File: src/rtl/flrd_pkg.sv
`timescale 1ns/1ps
package flrd_pkg;
  localparam int WS_W   = 5;
  localparam int POL_W  = 3;
  localparam int CFG_W  = 18;
  localparam int RD_LSB = 0;
  localparam int PP_LSB = 5;
  localparam int WR_LSB = 10;
  localparam int PO_LSB = 15;
  localparam logic [POL_W-1:0] POL_RESET = 3'b111;

  typedef enum logic [1:0] {ST_IDLE, ST_STALL, ST_ACC} rd_state_e;

  // policy decode: bit1 low -> abort; bit0 low -> notify
  function automatic logic pol_abort(input logic [POL_W-1:0] p);
    return !p[1];
  endfunction

  function automatic logic pol_stall_irq(input logic [POL_W-1:0] p);
    return p[1] && !p[0];
  endfunction

  function automatic logic pol_abort_irq(input logic [POL_W-1:0] p);
    return !p[1] && !p[0];
  endfunction

  // cycles from acceptance (or end of stall) to ready
  function automatic int read_latency(input logic [WS_W-1:0] ws);
    return int'(ws) + 1;
  endfunction
endpackage

File: src/rtl/flrd_cfg_reg.sv
`timescale 1ns/1ps
module flrd_cfg_reg
  import flrd_pkg::*;
#(
  parameter logic [WS_W-1:0] RST_RD_WS = 5'd3
) (
  input  logic              clk,
  input  logic              rst_n,
  input  logic              cfg_we,
  input  logic [CFG_W-1:0]  cfg_wdata,
  output logic [WS_W-1:0]   rd_ws_q,
  output logic [POL_W-1:0]  policy_q
);
  logic [WS_W-1:0]  rd_field;
  logic [WS_W-1:0]  pipe_field;
  logic [WS_W-1:0]  wr_field;
  logic [POL_W-1:0] pol_field;
  logic             wr_field_write;

  assign rd_field   = cfg_wdata[RD_LSB +: WS_W];
  assign pipe_field = cfg_wdata[PP_LSB +: WS_W];
  assign wr_field   = cfg_wdata[WR_LSB +: WS_W];
  assign pol_field  = cfg_wdata[PO_LSB +: POL_W];
  // event: a write carrying a non-zero write wait field
  assign wr_field_write = cfg_we && (wr_field != '0);

  always_ff @(posedge clk or negedge rst_n) begin
    if (!rst_n) begin
      rd_ws_q  <= RST_RD_WS;
      policy_q <= POL_RESET;
    end else if (cfg_we) begin
      rd_ws_q  <= rd_field;
      policy_q <= pol_field;
    end
  end

  p_pipe_match_r11: assert property (@(posedge clk) disable iff (!rst_n)
    cfg_we |-> (pipe_field == rd_field));
  p_policy_legal_r11: assert property (@(posedge clk) disable iff (!rst_n)
    cfg_we |-> pol_field[2]);
  p_wr_ignored_r11: assert property (@(posedge clk) disable iff (!rst_n)
    wr_field_write |=> (rd_ws_q == $past(rd_field)));
endmodule

File: src/rtl/flrd_wait_ctr.sv
`timescale 1ns/1ps
module flrd_wait_ctr
  import flrd_pkg::*;
(
  input  logic            clk,
  input  logic            rst_n,
  input  logic            load,
  input  logic [WS_W-1:0] load_val,
  input  logic            en,
  output logic            done
);
  logic [WS_W-1:0] cnt_q;

  always_ff @(posedge clk or negedge rst_n) begin
    if (!rst_n)              cnt_q <= '0;
    else if (load)           cnt_q <= load_val;
    else if (en && !done)    cnt_q <= cnt_q - 1'b1;
  end

  assign done = (cnt_q == '0);

  p_cnt_load_r3: assert property (@(posedge clk) disable iff (!rst_n)
    load |=> (cnt_q == $past(load_val)));
  p_cnt_step_r2: assert property (@(posedge clk) disable iff (!rst_n)
    (en && !load && !done) |=> (cnt_q == $past(cnt_q) - 1'b1));
endmodule

File: src/rtl/flrd_busy_policy.sv
`timescale 1ns/1ps
module flrd_busy_policy
  import flrd_pkg::*;
(
  input  logic             clk,
  input  logic             rst_n,
  input  logic             collide,
  input  logic [POL_W-1:0] policy,
  input  logic [1:0]       irq_clr,
  output logic             arr_abort,
  output logic             irq_stall,
  output logic             irq_abort
);
  logic set_stall;
  logic set_abort;

  assign arr_abort = collide && pol_abort(policy);
  assign set_stall = collide && pol_stall_irq(policy);
  assign set_abort = collide && pol_abort_irq(policy);

  // set has priority over a same-cycle clear
  always_ff @(posedge clk or negedge rst_n) begin
    if (!rst_n) begin
      irq_stall <= 1'b0;
      irq_abort <= 1'b0;
    end else begin
      irq_stall <= set_stall || (irq_stall && !irq_clr[0]);
      irq_abort <= set_abort || (irq_abort && !irq_clr[1]);
    end
  end

  p_abort_single_r7: assert property (@(posedge clk) disable iff (!rst_n)
    arr_abort |=> !arr_abort);
  p_stall_set_r6: assert property (@(posedge clk) disable iff (!rst_n)
    set_stall |=> irq_stall);
  p_abort_set_r8: assert property (@(posedge clk) disable iff (!rst_n)
    set_abort |=> irq_abort);
  p_stall_sticky_r9: assert property (@(posedge clk) disable iff (!rst_n)
    (irq_stall && !irq_clr[0]) |=> irq_stall);
  p_abort_sticky_r9: assert property (@(posedge clk) disable iff (!rst_n)
    (irq_abort && !irq_clr[1]) |=> irq_abort);
  p_stall_clear_r9: assert property (@(posedge clk) disable iff (!rst_n)
    (irq_clr[0] && !set_stall) |=> !irq_stall);
endmodule

File: src/rtl/flash_rd_arb.sv
`timescale 1ns/1ps
module flash_rd_arb
  import flrd_pkg::*;
#(
  parameter int AW = 16,
  parameter int DW = 32,
  parameter logic [WS_W-1:0] RST_RD_WS = 5'd3
) (
  input  logic             clk,
  input  logic             rst_n,
  input  logic             cfg_we,
  input  logic [CFG_W-1:0] cfg_wdata,
  input  logic [1:0]       irq_clr,
  input  logic             rd_req,
  input  logic [AW-1:0]    rd_addr,
  output logic [DW-1:0]    rd_data,
  output logic             rd_ready,
  output logic             arr_rd,
  output logic [AW-1:0]    arr_addr,
  input  logic [DW-1:0]    arr_rdata,
  input  logic             arr_busy,
  output logic             arr_abort,
  output logic             irq_stall,
  output logic             irq_abort
);
  rd_state_e        st_q, st_d;
  logic [AW-1:0]    addr_q;
  logic [WS_W-1:0]  rd_ws_q;
  logic [POL_W-1:0] policy_q;
  logic             accept;
  logic             collide;
  logic             ctr_load;
  logic             ctr_done;

  flrd_cfg_reg #(.RST_RD_WS(RST_RD_WS)) u_cfg (
    .clk(clk), .rst_n(rst_n), .cfg_we(cfg_we), .cfg_wdata(cfg_wdata),
    .rd_ws_q(rd_ws_q), .policy_q(policy_q)
  );

  // named events for checking
  assign accept   = (st_q == ST_IDLE) && rd_req;
  assign collide  = accept && arr_busy;
  assign ctr_load = (accept && !arr_busy) || ((st_q == ST_STALL) && !arr_busy);

  always_comb begin
    st_d = st_q;
    unique case (st_q)
      ST_IDLE:  if (rd_req) st_d = arr_busy ? ST_STALL : ST_ACC;
      ST_STALL: if (!arr_busy) st_d = ST_ACC;
      ST_ACC:   if (ctr_done) st_d = ST_IDLE;
      default:  st_d = ST_IDLE;
    endcase
  end

  always_ff @(posedge clk or negedge rst_n) begin
    if (!rst_n) begin
      st_q   <= ST_IDLE;
      addr_q <= '0;
    end else begin
      st_q <= st_d;
      if (accept) addr_q <= rd_addr;
    end
  end

  flrd_wait_ctr u_ctr (
    .clk(clk), .rst_n(rst_n), .load(ctr_load), .load_val(rd_ws_q),
    .en(st_q == ST_ACC), .done(ctr_done)
  );

  flrd_busy_policy u_pol (
    .clk(clk), .rst_n(rst_n), .collide(collide), .policy(policy_q),
    .irq_clr(irq_clr), .arr_abort(arr_abort), .irq_stall(irq_stall),
    .irq_abort(irq_abort)
  );

  assign arr_rd   = (st_q == ST_ACC);
  assign arr_addr = addr_q;
  assign rd_ready = arr_rd && ctr_done;
  assign rd_data  = arr_rdata;

  p_ready_pulse_r2: assert property (@(posedge clk) disable iff (!rst_n)
    rd_ready |=> !rd_ready);
  p_stall_holds_r4: assert property (@(posedge clk) disable iff (!rst_n)
    ((st_q == ST_STALL) && arr_busy) |=> !rd_ready);
  p_abort_needs_busy_r7: assert property (@(posedge clk) disable iff (!rst_n)
    arr_abort |-> (arr_busy && rd_req && !policy_q[1]));
  p_one_read_r10: assert property (@(posedge clk) disable iff (!rst_n)
    (arr_rd && !rd_ready) |=> $stable(arr_addr));
endmodule

File: config.mk
export PLATFORM = sky130hd
export DESIGN_NAME = flash_rd_arb
export DESIGN_NICKNAME = d
export VERILOG_FILES = /design/src/rtl/flrd_pkg.sv /design/src/rtl/flrd_cfg_reg.sv /design/src/rtl/flrd_wait_ctr.sv /design/src/rtl/flrd_busy_policy.sv /design/src/rtl/flash_rd_arb.sv
export SDC_FILE = /design/constraint.sdc
export NUM_CORES = 1
export LEC_CHECK = 0
export BUFFER_PORTS_ARGS = -buffer_cell sky130_fd_sc_hd__buf_4
export CAP_MARGIN = 20
export CORE_UTILIZATION = 40
export CTS_CLUSTER_SIZE = 30
export DETAILED_ROUTE_END_ITERATION = 8
export MAX_ROUTING_LAYER = met4
export PLACE_DENSITY = 0.83
export SLEW_MARGIN = 0
export SYNTH_ARGS = -nofsm -noshare
export SYNTH_HDL_FRONTEND = slang
export SYNTH_SLANG_ARGS = --single-unit
File: constraint.sdc
create_clock -name clk -period 2.4 [get_ports clk]
set_clock_uncertainty 0.05 [all_clocks]
set_input_delay 0.24 -clock clk [delete_from_list [all_inputs] [get_ports clk]]
set_output_delay 0.24 -clock clk [all_outputs]
set_load 0.005 [all_outputs]
Yosys cells after proc, flatten, opt, wreduce, memory -nomap -nowiden
Cells that the tools add are included.
{"block": "totals", "register_bits": 32, "in_bits": 73, "out_inout_bits": 53, "word_cells": 46}
{"block": "classes", "add_sub_neg": 1, "n_eq_ne": 5, "mux": 7, "reduce_logical": 26}
{"operator": "1-bit logical AND", "n": 13}
{"operator": "5-bit 2-to-1 mux", "n": 2}
{"operator": "2-bit 2-to-1 mux", "n": 4}
{"operator": "1-bit logical NOT", "n": 6}
{"operator": "2-bit case mux with 3 select lines", "n": 1}
{"operator": "5-bit logical NOT", "n": 1}
{"operator": "5-bit by 1-bit subtractor with 5-bit output, second input constant", "n": 1}
{"operator": "2-bit != test, second input constant", "n": 2}
{"operator": "1-bit logical OR", "n": 3}
{"operator": "3-bit AND reduction", "n": 1}
{"operator": "2-bit by 1-bit == test with 1-bit output, second input constant", "n": 1}
{"operator": "2-bit == test, second input constant", "n": 1}
{"operator": "2-bit logical NOT", "n": 1}
{"operator": "2-bit by 1-bit != test with 1-bit output, second input constant", "n": 1}
{"operator": "2-bit nonzero test", "n": 1}

Depth between registers and ports, before layout
{"block": "depth", "depth_word": 5, "mapped_depth": 5, "mapped_depth_nobuf": 5}

Cells and area by module
Synthesis repeated with hierarchy kept, for this count alone.
{"block": "hier_totals", "cells_unflattened": 134, "hier_area_um2": 1691.6}
{"module": "flash_rd_arb", "instances": 1, "cells_per_inst": 76, "area_per_inst_um2": 955.9, "seq_area_each_um2": 450.4}
{"module": "flrd_cfg_reg", "instances": 1, "cells_per_inst": 17, "area_per_inst_um2": 337.8, "seq_area_each_um2": 206.4}
{"module": "flrd_wait_ctr", "instances": 1, "cells_per_inst": 32, "area_per_inst_um2": 304.0, "seq_area_each_um2": 125.1}
{"module": "flrd_busy_policy", "instances": 1, "cells_per_inst": 9, "area_per_inst_um2": 93.8, "seq_area_each_um2": 50.0}

Worst setup path before layout
Ideal clock, no wire load.
{"block": "synth_timing", "path_type": "reg2reg", "start": "register u_ctr.cnt_q[0]", "end": "register u_ctr.cnt_q[2]", "setup_time_ns": 0.123, "arrival_ns": 1.306, "required_ns": 2.227, "path_slack_ns": 0.921, "path_stages_with_launch": 6, "n_path_buf": 0, "synth_period_minus_slack_ns": 1.479, "path_cell_list": "dfrtp_1 -> inv_1 -> ha_1 -> nor4b_4 -> o22ai_1 -> o221a_2"}
{"block": "synth_between", "elab_chain_len": 4, "word_cells_on_any_way": 7, "classes_between": "1 x add/sub; 2 x mux; 4 x reduce/logical"}
{"element": "from (decl)", "line_no": "flrd_wait_ctr.sv:12", "text": "logic [WS_W-1:0] cnt_q;"}
{"element": "from (signal assigned)", "line_no": "flrd_wait_ctr.sv:16", "text": "else if (load) cnt_q <= load_val;"}
{"element": "from (signal assigned)", "line_no": "flrd_wait_ctr.sv:17", "text": "else if (en && !done) cnt_q <= cnt_q - 1'b1;"}
{"element": "parallel branches: the longest is 4 deep, another holds 5-bit by 1-bit subtractor with 5-bit output"}
Parallel ways; which one is timed is not known. The select of a mux whose other input is x is not followed.
A chain may end at the register's enable or synchronous reset.

Worst setup path in the final report
{"block": "layout_timing", "start": "register st_q[1]", "end": "output port arr_abort"}
{"block": "layout_between", "elab_chain_len": 4}
{"element": "from (decl)", "line_no": "flash_rd_arb.sv:26", "text": "rd_state_e st_q, st_d;"}
{"element": "from (signal assigned)", "line_no": "flash_rd_arb.sv:60", "text": "st_q <= st_d;"}
{"element": "2-bit logical NOT", "line_no": "flash_rd_arb.sv:41", "text": "assign accept = (st_q == ST_IDLE) && rd_req;"}
{"element": "1-bit logical AND", "line_no": "flash_rd_arb.sv:41"}
{"element": "1-bit logical AND", "line_no": "flash_rd_arb.sv:42", "text": "assign collide = accept && arr_busy;"}
{"element": "1-bit logical AND", "line_no": "flrd_busy_policy.sv:17", "text": "assign arr_abort = collide && pol_abort(policy);"}
{"element": "to (decl)", "line_no": "flash_rd_arb.sv:22", "text": "output logic arr_abort,"}
No other way between the ends.

==> results.yml <==
detailed_routing:
  drc_errors: 0
  wl_per_cell_um: 14.39
  routed_wl_um: 2978
  ant_nets: 0
  viasPerCell: 4.865
  drt-initial-drc-count: 16
  vias: 1007
  drt-pass1-iter-count: 4
synth:
  syn_inst: 133
  synth_simple_gate_area_share_pct: 9.161
  synth.area.top_cells: "dfrtp_1 (43%), buf_4 (15%), mux2_2 (14%)"
  synthFlopType: "dfrtp_1"
  synth_cell_types: 31
  synth_common_cells: "buf_4 (32), dfrtp_1 (28), mux2_2 (20)"
  synth_top_family_by_area: "buffers and inverters"
  synth_compound_area_share_pct: 8.152
  syn_area_um2: 1612
  avgSynthCellArea_um2: 12.12
  yosys_warnings: 0
  synth.most_common_cell: "buf_4"
  synth_fa_ha_area_share_pct: 0.7764
  postSynthNetCount: 207
  synth_edf_count: 0
  synth_xor_area_share_pct: 0
  synth_top_area_share_pct: 43.48
  synth-seq-cells: 32
  yosysTopAreaCell: "dfrtp_1"
  yosysSeqAreaShare_pct: 50.00
  async_flop_share_pct: 100.0
  muxShareOfSynthArea_pct: 13.98
min_path:
  hp-start: "irq_clr[1]"
  hold_path_class: "in -> reg"
  min_delay_path_depth: 2
  whs_endpoint: "u_pol.irq_abort"
place:
  io_buffers: 50
  gp_congestion: 0.8120
  post-place-ws_ns: 0.7168
  place_hpwl_um: 2222
timing:
  rsz0062_at_grt: "false"
  max_freq_ghz: 0.5822
  setup_violations: 0
  fin_hold_ws_ns: 0.09151
  period_minus_slack_ns: 1.718
  fin_crit_sh_pct: 71.57
  hold_viol: 0
  maxSlewHeadroom_pct: 73.31
  worstMarginPinSlew_ns: 0.4003
  maxSlewViolCount: 0
  fin_tns_setup_ns: 0
  setup_slack_ns: 0.6823
critical_path:
  cp.arrival_ns: 1.43
  regToRegStartpoint: "u_ctr.cnt_q[0]"
  crit_path_end_kind: "output pin"
  r2r_cells: 5
  critPathMaxFanout: 17
  cp.required_ns: 2.11
  r2r_end: "u_ctr.cnt_q[0]"
  crit_type: "reg -> out"
  crit_top_cell: "buf_4"
  worstSetupStartpointType: "flop"
  r2r_slack_ns: 0.70
  crit_slowest_cell: "dfrtp_1"
  cp_slowest_stage_delay_ns: 0.42
  crit_start: "st_q[1]"
  crit_chain: "nor3b_4 -> buf_4 -> nand2_4 -> nor2_1 -> buf_4"
die:
  die_area_um2: 4287
  io_pins: 126
  core-area_um2: 3771
  start_util_pct: 42.73
  rows: 22
  die_y_um: 65.48
  die_w_um: 65.48
power_and_ir_drop:
  pwr_density_cell_nw_per_um2: 1123
  vdd_drop_max_v: 0.0004931
  leakagePower_nw: 0.8875
clocking:
  clock-sinks: 32
  htree_levels: 2
  worstSkewPairLatency_ns: 0.28
  postCtsSetupRepairBufs: 0
  clk_pin_slew_ns: 0.06
  cts_resized: 0
  cts_root_buffer: "clkbuf_8"
  cts_tree: "done"
  ctsHoldBuffers: 1
  cts-buffers-inserted: 5
  cts_buffer_depth: 2
grt:
  overflow: 0
  grt_max_degree: 33
  grt_use_total_pct: 14.94
  antenna_found_initial: 0
  grt_pass1_vias: 973
  grt_pass1_wl_um: 4602
cells_and_area:
  nNetsFinal: 232
  drive_gt1_share_pct: 55.97
  fill_cells: 337
  synthToLayoutAreaGrowth_pct: 18.48
  post-route-util_pct: 50.63
  antenna_cells: 0
run_status:
  outcome: "complete, no violations"
run:
  cap_viol_max_count: 0
## through the flow
stage,total power (W),instance area [um2],std cells
floorplan,0.001382,1612,133
global placement,0.001681,1799,198
detailed placement,0.001718,1799,198
CTS,0.002168,1909,207
global route,0.002286,1909,207
finish,0.002144,1909,207
## how the worst max path moves through the flow
| stage | endpoint |
|---|---|
| 4_1_cts | arr_abort |
| 3_5_place_dp | u_ctr.cnt_q[0] |
| 3_3_place_gp | u_ctr.cnt_q[2] |
| 6_report | arr_abort |
| 2_1_floorplan | u_ctr.cnt_q[2] |
| 5_1_grt | arr_abort |
## state kept, by name (all words and copies together) (netlist names)
register,cells
u_cfg.policy_q,2
u_ctr.cnt_q,5
u_cfg.rd_ws_q,5
u_pol.irq_stall,1
st_q,2
u_pol.irq_abort,1
arr_addr,16
## kinds of logic after synthesis
logic type      count (synthesis)
buf+inv                        43
fa+ha+maj                       1
flops                          32
compound gates                 16
simple gates                   21
mux                            20
## where the power goes
| part | leakage (nW) | total (W) | internal, W | switching, W |
|---|---|---|---|---|
| clock network | 0.0515 | 0.000450 | 0.000262 | 0.000188 |
| registers | 0.377 | 0.000908 | 0.000754 | 0.000154 |
| logic | 0.459 | 0.000786 | 0.000494 | 0.000293 |
| total | 0.888 | 0.00214 | 0.00151 | 0.000635 |
## final cells by class
| class | count | area [um2] | area share, % |
|---|---|---|---|
| sequential | 32 | 805.8 | 42.20 |
| clock buffer | 8 | 100.1 | 5.242 |
| multi-input combinational | 58 | 516.7 | 27.06 |
| timing repair buffer | 52 | 392.9 | 20.58 |
| tap | 48 | 60.06 | 3.145 |
| inverter | 9 | 33.78 | 1.769 |
## placed cells by master (no fill, tap or decap), types with 2 or more instances in the layout
cell type	count
dfrtp_1	28
o221a_2	2
inv_1	9
o32ai_1	2
nor2_1	5
buf_4	51
o21bai_1	2
nand2_1	3
o21ai_0	4
nand3_1	2
dfstp_2	4
clkbuf_8	7
nand2b_1	2
mux2_2	20
## per-layer routing
layer  global-route usage [%]  part of all wire (%)
met3                    5.208                   5.7
met1                    16.72                    40
met2                    22.94                    51
met5                        -                     0
met4                    8.967                   3.2
## critical path: cells and delay by family (launching register included)
kind	cells	cell delay (ns)
and+or+nand+nor	3	0.36
buffers and inverters	2	0.38
DFF	1	0.42
No activity file was read; power rests on OpenSTA's default activity.
